===== config.mk =====
export PLATFORM = sky130hd
export DESIGN_NAME = dly_setting_port
export DESIGN_NICKNAME = d
export VERILOG_FILES = /design/src/rtl/dsp_pkg.sv /design/src/rtl/dsp_sync.sv /design/src/rtl/dsp_edge.sv /design/src/rtl/dsp_shreg.sv /design/src/rtl/dsp_hold.sv /design/src/rtl/dly_setting_port.sv
export SDC_FILE = /design/constraint.sdc
export NUM_CORES = 1
export LEC_CHECK = 0
export BUFFER_PORTS_ARGS = -buffer_cell sky130_fd_sc_hd__buf_2
export CAP_MARGIN = 10
export CORE_MARGIN = 5
export CORE_UTILIZATION = 35
export CTS_CLUSTER_SIZE = 25
export DETAILED_ROUTE_END_ITERATION = 16
export PLACE_DENSITY = 0.59
export SYNTH_ARGS = -nofsm -noshare
export SYNTH_HDL_FRONTEND = slang
export SYNTH_SLANG_ARGS = --single-unit

===== constraint.sdc =====
create_clock -name clk -period 1.7 [get_ports clk]
set_input_delay 0 -clock clk [delete_from_list [all_inputs] [get_ports clk]]
set_output_delay 0 -clock clk [all_outputs]
set_load 0.02 [all_outputs]

===== src/rtl/dsp_pkg.sv =====
package dsp_pkg;
  localparam int unsigned CODE_W     = 8;
  localparam int unsigned SYNC_DEPTH = 2;

  typedef enum logic [1:0] {
    SR_HOLD  = 2'd0,
    SR_LOAD  = 2'd1,
    SR_SHIFT = 2'd2
  } sr_op_e;
endpackage


===== src/rtl/dsp_sync.sv =====
module dsp_sync #(
  parameter int unsigned N     = 1,
  parameter int unsigned DEPTH = 2
) (
  input  logic         clk,
  input  logic         rst_n,
  input  logic [N-1:0] d,
  output logic [N-1:0] q
);
  logic [DEPTH-1:0][N-1:0] stage;

  always_ff @(posedge clk or negedge rst_n) begin
    if (!rst_n) begin
      stage <= '0;
    end else begin
      stage[0] <= d;
      for (int i = 1; i < DEPTH; i++) begin
        stage[i] <= stage[i-1];
      end
    end
  end

  assign q = stage[DEPTH-1];
endmodule


===== src/rtl/dsp_edge.sv =====
module dsp_edge #(
  parameter int unsigned N = 1
) (
  input  logic         clk,
  input  logic         rst_n,
  input  logic [N-1:0] d,
  output logic [N-1:0] d_prev
);
  always_ff @(posedge clk or negedge rst_n) begin
    if (!rst_n) d_prev <= '0;
    else        d_prev <= d;
  end
endmodule


===== src/rtl/dsp_shreg.sv =====
module dsp_shreg
  import dsp_pkg::*;
#(
  parameter int unsigned W = CODE_W
) (
  input  logic         clk,
  input  logic         rst_n,
  input  sr_op_e       op,
  input  logic [W-1:0] load_val,
  input  logic         sin,
  output logic [W-1:0] q
);
  always_ff @(posedge clk or negedge rst_n) begin
    if (!rst_n) begin
      q <= '0;
    end else begin
      case (op)
        SR_LOAD:  q <= load_val;
        SR_SHIFT: q <= {q[W-2:0], sin};
        default:  q <= q;
      endcase
    end
  end
endmodule


===== src/rtl/dsp_hold.sv =====
module dsp_hold #(
  parameter int unsigned W = 8
) (
  input  logic         clk,
  input  logic         rst_n,
  input  logic         take_bus,
  input  logic [W-1:0] bus_val,
  input  logic         take_reg,
  input  logic [W-1:0] reg_val,
  output logic [W-1:0] q
);
  always_ff @(posedge clk or negedge rst_n) begin
    if (!rst_n)        q <= '0;
    else if (take_bus) q <= bus_val;
    else if (take_reg) q <= reg_val;
  end
endmodule


===== src/rtl/dly_setting_port.sv =====
module dly_setting_port
  import dsp_pkg::*;
#(
  parameter int unsigned W           = CODE_W,
  parameter int unsigned SYNC_STAGES = SYNC_DEPTH
) (
  input  logic         clk,
  input  logic         rst_n,
  input  logic         mode_par,
  input  logic         en_in,
  input  logic         sclk_in,
  input  logic         sdi_in,
  input  logic [W-1:0] par_in,
  output logic [W-1:0] dly_code,
  output logic         sdo,
  output logic         sdo_oe
);
  localparam int unsigned NSYNC = 3;
  localparam int unsigned IX_EN = 0;
  localparam int unsigned IX_SC = 1;
  localparam int unsigned IX_SD = 2;
  localparam int unsigned NEDGE = IX_SC + 1;

  logic [NSYNC-1:0] raw_in;
  logic [NSYNC-1:0] synced;
  logic [NEDGE-1:0] edge_prev;

  logic en_s, en_d, sclk_s, sclk_d, sdi_s;
  logic en_fall, sclk_rise;
  logic ser_mode, take_bus, take_reg;
  sr_op_e sr_op;
  logic [W-1:0] shreg_q;

  assign raw_in[IX_EN] = en_in;
  assign raw_in[IX_SC] = sclk_in;
  assign raw_in[IX_SD] = sdi_in;

  dsp_sync #(.N(NSYNC), .DEPTH(SYNC_STAGES)) u_sync (
    .clk(clk), .rst_n(rst_n), .d(raw_in), .q(synced)
  );

  dsp_edge #(.N(NEDGE)) u_edge (
    .clk(clk), .rst_n(rst_n), .d(synced[NEDGE-1:0]), .d_prev(edge_prev)
  );

  assign en_s      = synced[IX_EN];
  assign sclk_s    = synced[IX_SC];
  assign sdi_s     = synced[IX_SD];
  assign en_d      = edge_prev[IX_EN];
  assign sclk_d    = edge_prev[IX_SC];
  assign en_fall   = en_d & ~en_s;
  assign sclk_rise = sclk_s & ~sclk_d;

  assign ser_mode = ~mode_par;
  assign take_bus = mode_par & (en_s | en_fall);
  assign take_reg = ser_mode & en_fall;

  always_comb begin
    if (take_bus)                      sr_op = SR_LOAD;
    else if (ser_mode & en_s & sclk_rise) sr_op = SR_SHIFT;
    else                               sr_op = SR_HOLD;
  end

  dsp_shreg #(.W(W)) u_shreg (
    .clk(clk), .rst_n(rst_n), .op(sr_op), .load_val(par_in),
    .sin(sdi_s), .q(shreg_q)
  );

  dsp_hold #(.W(W)) u_hold (
    .clk(clk), .rst_n(rst_n), .take_bus(take_bus), .bus_val(par_in),
    .take_reg(take_reg), .reg_val(shreg_q), .q(dly_code)
  );

  assign sdo    = shreg_q[W-1];
  assign sdo_oe = ser_mode & en_s;
endmodule


# == Word-level counts from Yosys, hierarchy flattened ==
# Cells that the tools add are included.
# word_totals
register_bits,24
in_bits,14
word_cells,24
# op_classes
n_eq_ne,2
muxes,5
n_bitwise,10
reduce_logical,2
# ops
cell,n
$mux 8,2
$pmux 8 s2,1
$and 1x1->1,6
$mux 2,2
$reduce_bool 2->1,2
$not 1->1,3
$eq 2x1->1 const B,1
$eq 2x2->1 const B,1
$or 1x1->1,1

# == Logic depth before layout (Yosys ltp) ==
# Gate-level depths: netlist (run 1).
# depth
depth_word,7
depth_mapped,5

# == Cells and area by module ==
# Synthesis (run 1) repeated with hierarchy kept, for this count alone.
# hier_totals
hier_cells,85
area_unflattened_um2,1021.0
# by_module_without_submodules
mod,instances,cells_per_inst,area_each_um2,seq_area_each_um2
dsp_shreg,1,36,389.1,200.2
dsp_hold,1,34,372.9,200.2
dsp_sync,1,9,172.7,150.1
dsp_edge,1,2,50.0,50.0
dly_setting_port,1,4,36.3,0.0

# == Worst setup path after synthesis (run 1) ==
# No wires, ideal clock.
# synth_path
path_type,reg2out
from,"register u_sync.stage, in the netlist u_sync.q[0]"
to,output sdo_oe
arrival_time_ps,1111
t_required_ps,1700
setup_slack_ps,589
path_stages_with_launch,4
cell_sequence,dfrtp_1 > clkinv_1 > clkbuf_1 > nor2_1
# synth_via
elab_chain_cells,1
# synth_lines
item,line_no,text
"start, declared",dsp_sync.sv:10,logic [DEPTH-1:0][N-1:0] stage;
"start signal, assigned by index",dsp_sync.sv:18,stage[i] <= stage[i-1];
$and 1x1->1,dly_setting_port.sv:75,assign sdo_oe = ser_mode & en_s;
"end, declared",dly_setting_port.sv:16,output logic sdo_oe
# No other way between the ends.

# == Worst setup path after layout (run 1) ==
# Same ends and word-level chain as after synthesis.

==> flow_summary.json, run 1 <==
{
  "n_fill_cell": 295,
  "power.clock.fraction_pct": 23.8,
  "areaGrowthSynthToFinish_pct": 26.7,
  "layout.cells.non_filler": 168,
  "yosysMostFrequentCell": "dfrtp_1",
  "fin_area_um2": 1340,
  "start_util_pct": 35.4,
  "hpwlAfterDp_um": 1640,
  "ant_nets": 0,
  "synth_area_um2": 1050,
  "synth_top_area_share_pct": 56.9,
  "drive_gt1_share_pct": 28.1,
  "gr-total-overflow": 0,
  "fp-row-count": 20,
  "yosysWarnings": 0,
  "grt_max_degree": 25,
  "die_h_um": 64.9,
  "synth_nets": 114,
  "syn_inst": 100,
  "io_buffers": 23,
  "diodes": 0,
  "ys_ff_latch": 24,
  "peakVddDrop_mv": 0.457,
  "cts-root-buf": "clkbuf_4",
  "synth_edf_count": 0,
  "grt_use_total_pct": 12.8,
  "fin_skew_ns": 0.00197,
  "fmax_mhz": 643,
  "seqPwrFrac_pct": 55.4,
  "drt_iter0_drc": 36,
  "wl_um": 2400,
  "switching_share_pct": 28.7,
  "grt_pass1_wl_um": 4240,
  "firstDrtPassIters": 4,
  "place_inst": 152,
  "synth_area_leaders": "dfrtp_1, o22ai_1, mux2_2",
  "ys.flop_type": "dfrtp_1",
  "combPwrFrac_pct": 20.8,
  "antenna_found_initial": 0,
  "post-synth-top-area-cell": "dfrtp_1",
  "die_w_um": 64.9,
  "seq_area_um2": 601,
  "synthArstFlopShare_pct": 100,
  "pin_count": 24,
  "fin_setup_tns_ns": 0,
  "p_per_area_nw_per_um2": 925,
  "grt_pass1_vias": 896,
  "wl_per_cell_um": 14.3,
  "maxCapViolations": 0,
  "crit_fanout": 9,
  "finalWorstPathRequiredPeriod_ns": 1.56,
  "clk_pin_slew_worst_paths_ns": 0.13,
  "ctsHtreeMaxLevel": 1,
  "startpoint_type": "flop",
  "syn_avg_cell_area_um2": 10.5,
  "cts-resized-gates": 0,
  "netlist_top_cells_count": "dfrtp_1, nand2_1, o22ai_1",
  "report.final.setup_viol": 0,
  "slew-limit-headroom_pct": 64.2,
  "r2r_cells": 3,
  "worst_slew_pin_slew_ns": 0.538,
  "multi_input_area_um2": 404,
  "clkLatencyLatePin_ns": 0.31,
  "fin_nets": 150,
  "report.final.slew_viol_count": 0,
  "clock_sinks": 24,
  "cp.required_ns": 1.70,
  "post-cts-setup-buffers": 0,
  "via_per_inst": 5.22,
  "leakagePower_nw": 0.591,
  "synth_cell_types": 17,
  "placed_area_um2": 1180,
  "p_int_mw": 0.882,
  "status": "complete, no violations",
  "vias": 877,
  "min_period_over_period_pct": 91.5,
  "min_path_type": "in -> async",
  "cts_buffers": 3,
  "rsz0062_at_grt": "no",
  "cts_buffer_depth": 2,
  "drc": 0,
  "crit_arrival_ns": 1.56,
  "die_area_um2": 4210,
  "gp_congestion": 0.838,
  "cp-end-kind": "primary output",
  "cts_tree": "built",
  "critical_path_class": "reg -> out",
  "core_um2": 2980,
  "switchingPower_mw": 0.355,
  "yosysSeqAreaShare_pct": 56.9,
  "hold_viol": 0
}
-- registers in the layout, indices dropped and copies added, names as in the netlist --
| name | flops |
|---|---|
| u_hold.q | 8 |
| u_shreg.q | 8 |
| u_sync.stage | 3 |
| u_edge.d_prev | 2 |
| u_sync.q | 3 |
-- metrics by stage --
stage / hold WS, ns / util, % / setup slack [ns] / total power [mW]
after floorplan: -0.296 / - / 0.589 / 0.843
after global placement: 0.0129 / 39.6 / 0.400 / 0.932
after detailed placement: 0.0204 / 39.6 / 0.385 / 0.936
after CTS: 0.202 / 44.9 / 0.135 / 1.26
after global routing: 0.235 / 44.9 / 0.0109 / 1.32
final: 0.186 / 44.9 / 0.144 / 1.24
-- kinds of logic after synthesis --
logic type      share of synthesized area, %
compound gates                          19.9
simple gates                            10.9
flops                                   56.9
mux                                     7.47
buf+inv                                 4.74
-- cells in the final DEF (no fill, tap or decap) --
| cell | instances |
|---|---|
| a21oi_1 | 8 |
| o21a_2 | 1 |
| nand2_1 | 17 |
| nand2b_1 | 1 |
| nor2_1 | 9 |
| mux2_2 | 7 |
| clkbuf_4 | 3 |
| clkinv_1 | 1 |
| buf_4 | 2 |
| o32ai_1 | 1 |
| buf_2 | 23 |
| dfrtp_1 | 24 |
| o21ai_2 | 1 |
| a31oi_1 | 8 |
| clkbuf_8 | 1 |
| dlygate4sd3_1 | 12 |
| o22ai_1 | 15 |
| nand4bb_1 | 1 |
-- final timing paths --
kind / startpoint / end / slack (ns)
worst max-delay path: u_sync.q[0] / sdo_oe / 0.14
worst min-delay path: rst_n / u_hold.q[7] / 0.19
worst max register to register: u_edge.d_prev[0] / u_hold.q[0] / 0.33
worst min register to register: u_sync.stage[0] / u_sync.q[0] / 0.37
max in group asynchronous: rst_n / u_sync.stage[2] / 1.16
min in group clk: mode_par / u_hold.q[0] / 0.29
-- metal layers --
metal,up-vias,part of all wire [%],global-route usage (%)
met3,2,5.0,3.99
met1,418,48,17.1
met5,-,0,0
met4,0,0.50,2.37
met2,19,46,20.6
li1,438,-,-
-- layout make-up --
cell class                      count  share of cell area [%]
Clock buffer                        4                    2.72
Inverter                            1                   0.281
Multi-Input combinational cell     69                    30.2
Sequential cell                    24                    44.9
Tap cell                           33                    3.09
Timing Repair Buffer               37                    18.7
-- power by group through the flow --
| stage | clock network (mW) | logic, mW | registers, mW |
|---|---|---|---|
| 2_1_floorplan | 0 | 0.124 | 0.719 |
| 3_3_place_gp | 0 | 0.235 | 0.697 |
| 3_5_place_dp | 0 | 0.240 | 0.697 |
| 4_1_cts | 0.313 | 0.262 | 0.685 |
| 5_1_grt | 0.342 | 0.284 | 0.695 |
| 6_report | 0.294 | 0.257 | 0.685 |
-- worst max-delay path, cell delays in order (launching register included) --
cell and delay (ns):
dfrtp_1 0.46, clkinv_1 0.27, buf_4 0.26, nor2_1 0.09, buf_2 0.17
-- repair_timing --
action | in CTS | in global routing
endpoints found under the hold margin | 38 | 0
endpoints found under the setup margin | 0 | 0
hold buffers | 12 | 0
Note: power is estimated with default switching activity, not from simulation.
==> run 2: changes to the inputs <==
CELL_PAD_IN_SITES_DETAIL_PLACEMENT = 1   (was not set)
CELL_PAD_IN_SITES_GLOBAL_PLACEMENT = 1   (was not set)
CORE_ASPECT_RATIO = 1.1   (was not set)
PLACE_DENSITY = 0.74   (was 0.59)
clock period = 1.3 ns   (was 1.7 ns; I/O delays follow)
==> flow_summary.json, run 2 (synthesis gave the netlist of run 1 again) <==
{
  "status": "complete, no violations",
  "leakagePower_nw": 0.609,
  "grt_pass1_vias": 1017,
  "diodes": 0,
  "ctsHtreeMaxLevel": 1,
  "gp_congestion": 0.719,
  "fin_hold_ws_ns": 0.208,
  "antenna_found_initial": 0,
  "report.final.setup_viol": 0,
  "grt_pass1_wl_um": 4890,
  "crit_arrival_ns": 1.21,
  "die_h_um": 67.6,
  "cp-end-kind": "primary output",
  "crit_start": "u_sync.q[0]",
  "path_buf_inv": 3,
  "path_cells": "clkinv_4 -> buf_4 -> nor2_2 -> buf_4",
  "drive_gt1_share_pct": 33.8,
  "fin_skew_ns": 0.00277,
  "pin_count": 24,
  "cp.required_ns": 1.30,
  "p_int_mw": 1.10,
  "report.final.slew_viol_count": 0,
  "switching_share_pct": 29.9,
  "min_path_type": "in -> async",
  "seqPwrFrac_pct": 56.9,
  "clkLatencyLatePin_ns": 0.30,
  "ant_nets": 0,
  "power.clock.fraction_pct": 20.0,
  "fmax_mhz": 825,
  "total_power_mw": 1.57,
  "crit_fanout": 5,
  "fin_setup_tns_ns": 0,
  "startpoint_type": "flop",
  "wl_per_cell_um": 16.3,
  "cts_buffer_depth": 2,
  "hpwlAfterDp_um": 1870,
  "drc": 0,
  "critical_path_class": "reg -> out",
  "min_period_over_period_pct": 93.3,
  "rrSetupSlack_ns": 0.09,
  "hold_viol": 0,
  "slew-limit-headroom_pct": 63.5,
  "maxCapViolations": 0,
  "vias": 948,
  "place_inst": 155,
  "grt_max_degree": 25,
  "r2r_cells": 3,
  "via_per_inst": 5.48,
  "gr-total-overflow": 0,
  "drt_iter0_drc": 33,
  "reg2reg_from": "u_sync.q[0]",
  "cp_top_family": "flip-flops",
  "n_fill_cell": 347,
  "max_stage_delay_ns": 0.45,
  "die_area_um2": 4210,
  "crit_path_frequent_cell": "buf_4",
  "grt_use_total_pct": 14.8,
  "cts_tree": "built",
  "core_um2": 2970,
  "peakVddDrop_mv": 0.668,
  "worstSetupEndpoint": "sdo_oe",
  "cts-root-buf": "clkbuf_4",
  "wl_um": 2820,
  "combPwrFrac_pct": 23.1,
  "critical_path_cell_count": 4,
  "r2r-end": "u_hold.q[0]",
  "layout.cells.non_filler": 173,
  "areaGrowthSynthToFinish_pct": 30.5,
  "clk_pin_slew_worst_paths_ns": 0.12,
  "worst_slew_pin_slew_ns": 0.547,
  "switchingPower_mw": 0.471,
  "reg_top3": "u_hold.q: 8 flops, u_shreg.q: 8 flops",
  "firstDrtPassIters": 4,
  "final_cell_mix": "buf_2, dfrtp_1, nand2_1, o22ai_1, dlygate4sd3_1",
  "critPathSlowestCell": "dfrtp_2",
  "clock_sinks": 24,
  "cts_buffers": 3,
  "start_util_pct": 35.5,
  "die_w_um": 62.3,
  "fin_util_pct": 46.4,
  "io_buffers": 23,
  "p_per_area_nw_per_um2": 1140,
  "fin_nets": 155,
  "finalWorstPathRequiredPeriod_ns": 1.21,
  "fp-row-count": 21
}
## run 2: power by group through the flow
stage	clock (mW)	combinational (mW)	sequential (mW)
after global placement	0	0.316	0.904
after floorplan	0	0.162	0.941
after global routing	0.360	0.404	0.908
after detailed placement	0	0.326	0.910
after CTS	0.333	0.359	0.896
final	0.314	0.364	0.896
## run 2: how the worst min path moves through the flow
stage                     startpoint                to  cells after the start
after floorplan                rst_n  u_edge.d_prev[0]                      0
after global placement         rst_n       u_hold.q[7]                      1
after detailed placement       rst_n      u_shreg.q[7]                      1
after CTS                      rst_n      u_shreg.q[7]                      2
after global routing           rst_n       u_hold.q[6]                      2
final                          rst_n      u_shreg.q[6]                      2
## run 2: stage by stage
stage / setup slack, ns / area, um2
6_report: 0.0874 / 1380
2_1_floorplan: 0.189 / 1050
4_1_cts: 0.0193 / 1350
3_3_place_gp: 0.113 / 1200
5_1_grt: -0.0183 / 1380
3_5_place_dp: 0.101 / 1200
## run 2: final cells by class
type	count	area, um2	area share, %
well taps	34	42.5	3.09
clock buffers	3	22.5	1.64
flip-flops and latches	24	603	43.8
inverters	1	8.76	0.636
repair buffers	42	290	21.1
multi-input cells	69	409	29.7
## run 2: repair_timing
action | in CTS | in global routing
gates resized for setup | 3 | 4
setup endpoints to repair | 1 | 8
buffers inserted | 1 | 2
hold buffers | 12 | 0
endpoints found under the hold margin | 37 | 0
## run 2: metal layers
metal	track usage [%]	vias up	routed length, um
met1	17.1	476	1150
met3	2.50	2	123
li1	-	446	-
met5	0	-	0
met4	4.77	0	23
met2	27.7	24	1530
## run 2: worst register-to-register path, stage by stage, from the launching register on
cell	delay [ns]
dfrtp_2	0.47
o21ai_2	0.38
o32ai_1	0.16
a21oi_1	0.14
==> run 3: changes to the inputs <==
GPL_TIMING_DRIVEN = 0   (was not set)
SETUP_SLACK_MARGIN = 0.1   (was not set)
==> flow_summary.json, run 3 (synthesis gave the netlist of run 1 again) <==
{
  "status": "complete, no violations",
  "cts-root-buf": "clkbuf_4",
  "fin_skew_ns": 0.00169,
  "cp-end-kind": "flop",
  "clock_sinks": 24,
  "leakagePower_nw": 0.693,
  "maxCapViolations": 0,
  "wl_met3_um": 103,
  "min_path_type": "in -> async",
  "max_stage_delay_ns": 0.42,
  "min_period_over_period_pct": 94.0,
  "diodes": 0,
  "path_buf_inv": 2,
  "finalWorstSetupSlack_ns": 0.0783,
  "cts_tree": "built",
  "die_area_um2": 4210,
  "crit_fanout": 5,
  "slew-limit-headroom_pct": 63.7,
  "fp-row-count": 21,
  "finalWorstPathRequiredPeriod_ns": 1.22,
  "pin_count": 24,
  "crit_arrival_ns": 1.47,
  "switching_share_pct": 30.3,
  "cts_buffers": 3,
  "core_um2": 2970,
  "drive_gt1_share_pct": 43.0,
  "clkLatencyLatePin_ns": 0.32,
  "areaGrowthSynthToFinish_pct": 50.8,
  "grt_use_total_pct": 15.5,
  "seq_area_um2": 601,
  "antenna_found_initial": 0,
  "gp_congestion": 0.737,
  "critPathSlowestCell": "dfrtp_1",
  "report.final.slew_viol_count": 0,
  "final_common_cell": "dfrtp_1",
  "wl_met2_um": 1690,
  "seqPwrFrac_pct": 51.9,
  "report.final.setup_viol": 0,
  "start_util_pct": 35.5,
  "gr-total-overflow": 0,
  "clk_pin_slew_worst_paths_ns": 0.13,
  "p_int_mw": 1.20,
  "startpoint_type": "flop",
  "grt_pass1_wl_um": 5060,
  "wl_met1_um": 1360,
  "grt_max_degree": 25,
  "critical_path_class": "reg -> reg",
  "ant_nets": 0,
  "placed_area_um2": 1210,
  "combPwrFrac_pct": 25.0,
  "io_buffers": 23,
  "drt_iter0_drc": 56,
  "p_per_area_nw_per_um2": 1090,
  "grt_pass1_vias": 997,
  "multi_input_area_um2": 488,
  "hpwlAfterDp_um": 1930,
  "final_cell_mix": "dfrtp_1, buf_2, nand2_1, o22ai_1, dlygate4sd3_1",
  "fin_nets": 166,
  "firstDrtPassIters": 4,
  "drc": 0,
  "wl_per_cell_um": 17.4,
  "via_per_inst": 5.30,
  "n_fill_cell": 328,
  "wl_um": 3210,
  "fmax_mhz": 819,
  "die_h_um": 67.6,
  "rsz0062_at_grt": "yes",
  "fin_area_um2": 1590,
  "preCtsSetupSlack_ns": -0.116,
  "cp.required_ns": 1.55,
  "path_cells": "buf_6 -> buf_4 -> o21ai_4 -> nand2_1 -> a31oi_1",
  "die_w_um": 62.3,
  "vias": 981,
  "cp_top_family": "flip-flops",
  "ctsHtreeMaxLevel": 1,
  "reg_top3": "u_hold.q: 8 flops, u_shreg.q: 8 flops",
  "worst_slew_pin_slew_ns": 0.545,
  "power.clock.fraction_pct": 23.1,
  "cts_buffer_depth": 2,
  "highest_layer": "met4",
  "peakVddDrop_mv": 0.916,
  "fin_util_pct": 53.6,
  "hold_viol": 0,
  "switchingPower_mw": 0.523
}
## run 3: final timing paths
kind / startpoint / to / slack (ns) / depth (start not counted)
worst max register to register: u_sync.q[0] / u_shreg.q[5] / 0.08 / 5
worst min register to register: u_sync.stage[2] / u_sync.q[2] / 0.37 / 0
worst max-delay path: u_sync.q[0] / u_shreg.q[5] / 0.08 / 5
max in group asynchronous: rst_n / u_shreg.q[6] / 0.76 / 2
min in group clk: mode_par / u_hold.q[6] / 0.20 / 4
worst min-delay path: rst_n / u_hold.q[7] / 0.18 / 2
## run 3: through the flow
step | setup TNS, ns | hold WS [ns] | total power [mW] | std cells
5_1_grt | -0.00479 | 0.235 | 1.82 | 185
4_1_cts | 0 | 0.189 | 1.68 | 175
3_5_place_dp | -0.465 | 0.0183 | 1.24 | 157
3_3_place_gp | -0.0950 | 0.00624 | 1.22 | 157
2_1_floorplan | 0 | -0.296 | 1.10 | 100
6_report | 0 | 0.175 | 1.73 | 185
## run 3: worst reg2reg max path: cells and delay by family (launching register included)
| family | cells | cell delay (ns) |
|---|---|---|
| AO/OA/AOI/OAI | 2 | 0.36 |
| buffers and inverters | 2 | 0.28 |
| AND/OR/NAND/NOR | 1 | 0.09 |
| flip-flops | 1 | 0.42 |
## run 3: power groups by stage
stage / Clock (mW) / Sequential, mW / Combinational (mW)
3_3_place_gp: 0 / 0.899 / 0.322
6_report: 0.399 / 0.897 / 0.432
3_5_place_dp: 0 / 0.905 / 0.334
4_1_cts: 0.412 / 0.889 / 0.379
5_1_grt: 0.440 / 0.911 / 0.470
2_1_floorplan: 0 / 0.941 / 0.162
## run 3: cell type report
| cell class | instances | share of cell area (%) |
|---|---|---|
| tap | 34 | 2.68 |
| timing repair buffer | 46 | 22.0 |
| inverter | 1 | 0.551 |
| buffer | 6 | 4.09 |
| multi-input combinational | 70 | 30.7 |
| clock buffer | 4 | 2.28 |
| sequential | 24 | 37.8 |
## run 3: routing by layer
| layer | up-vias | global-route usage, % |
|---|---|---|
| li1 | 470 | - |
| met1 | 484 | 19.5 |
| met2 | 21 | 27.5 |
| met3 | 6 | 2.16 |
| met4 | 0 | 5.57 |
| met5 | - | 0 |
## run 3: repair_timing
action                                 4_1_cts  5_1_grt
setup endpoints to repair                   17       10
hold buffers                                12        0
pin swaps                                    0        2
endpoints found under the hold margin       38        0
setup buffers                                2        8
cloned                                       0        2
gates resized for setup                     10       17
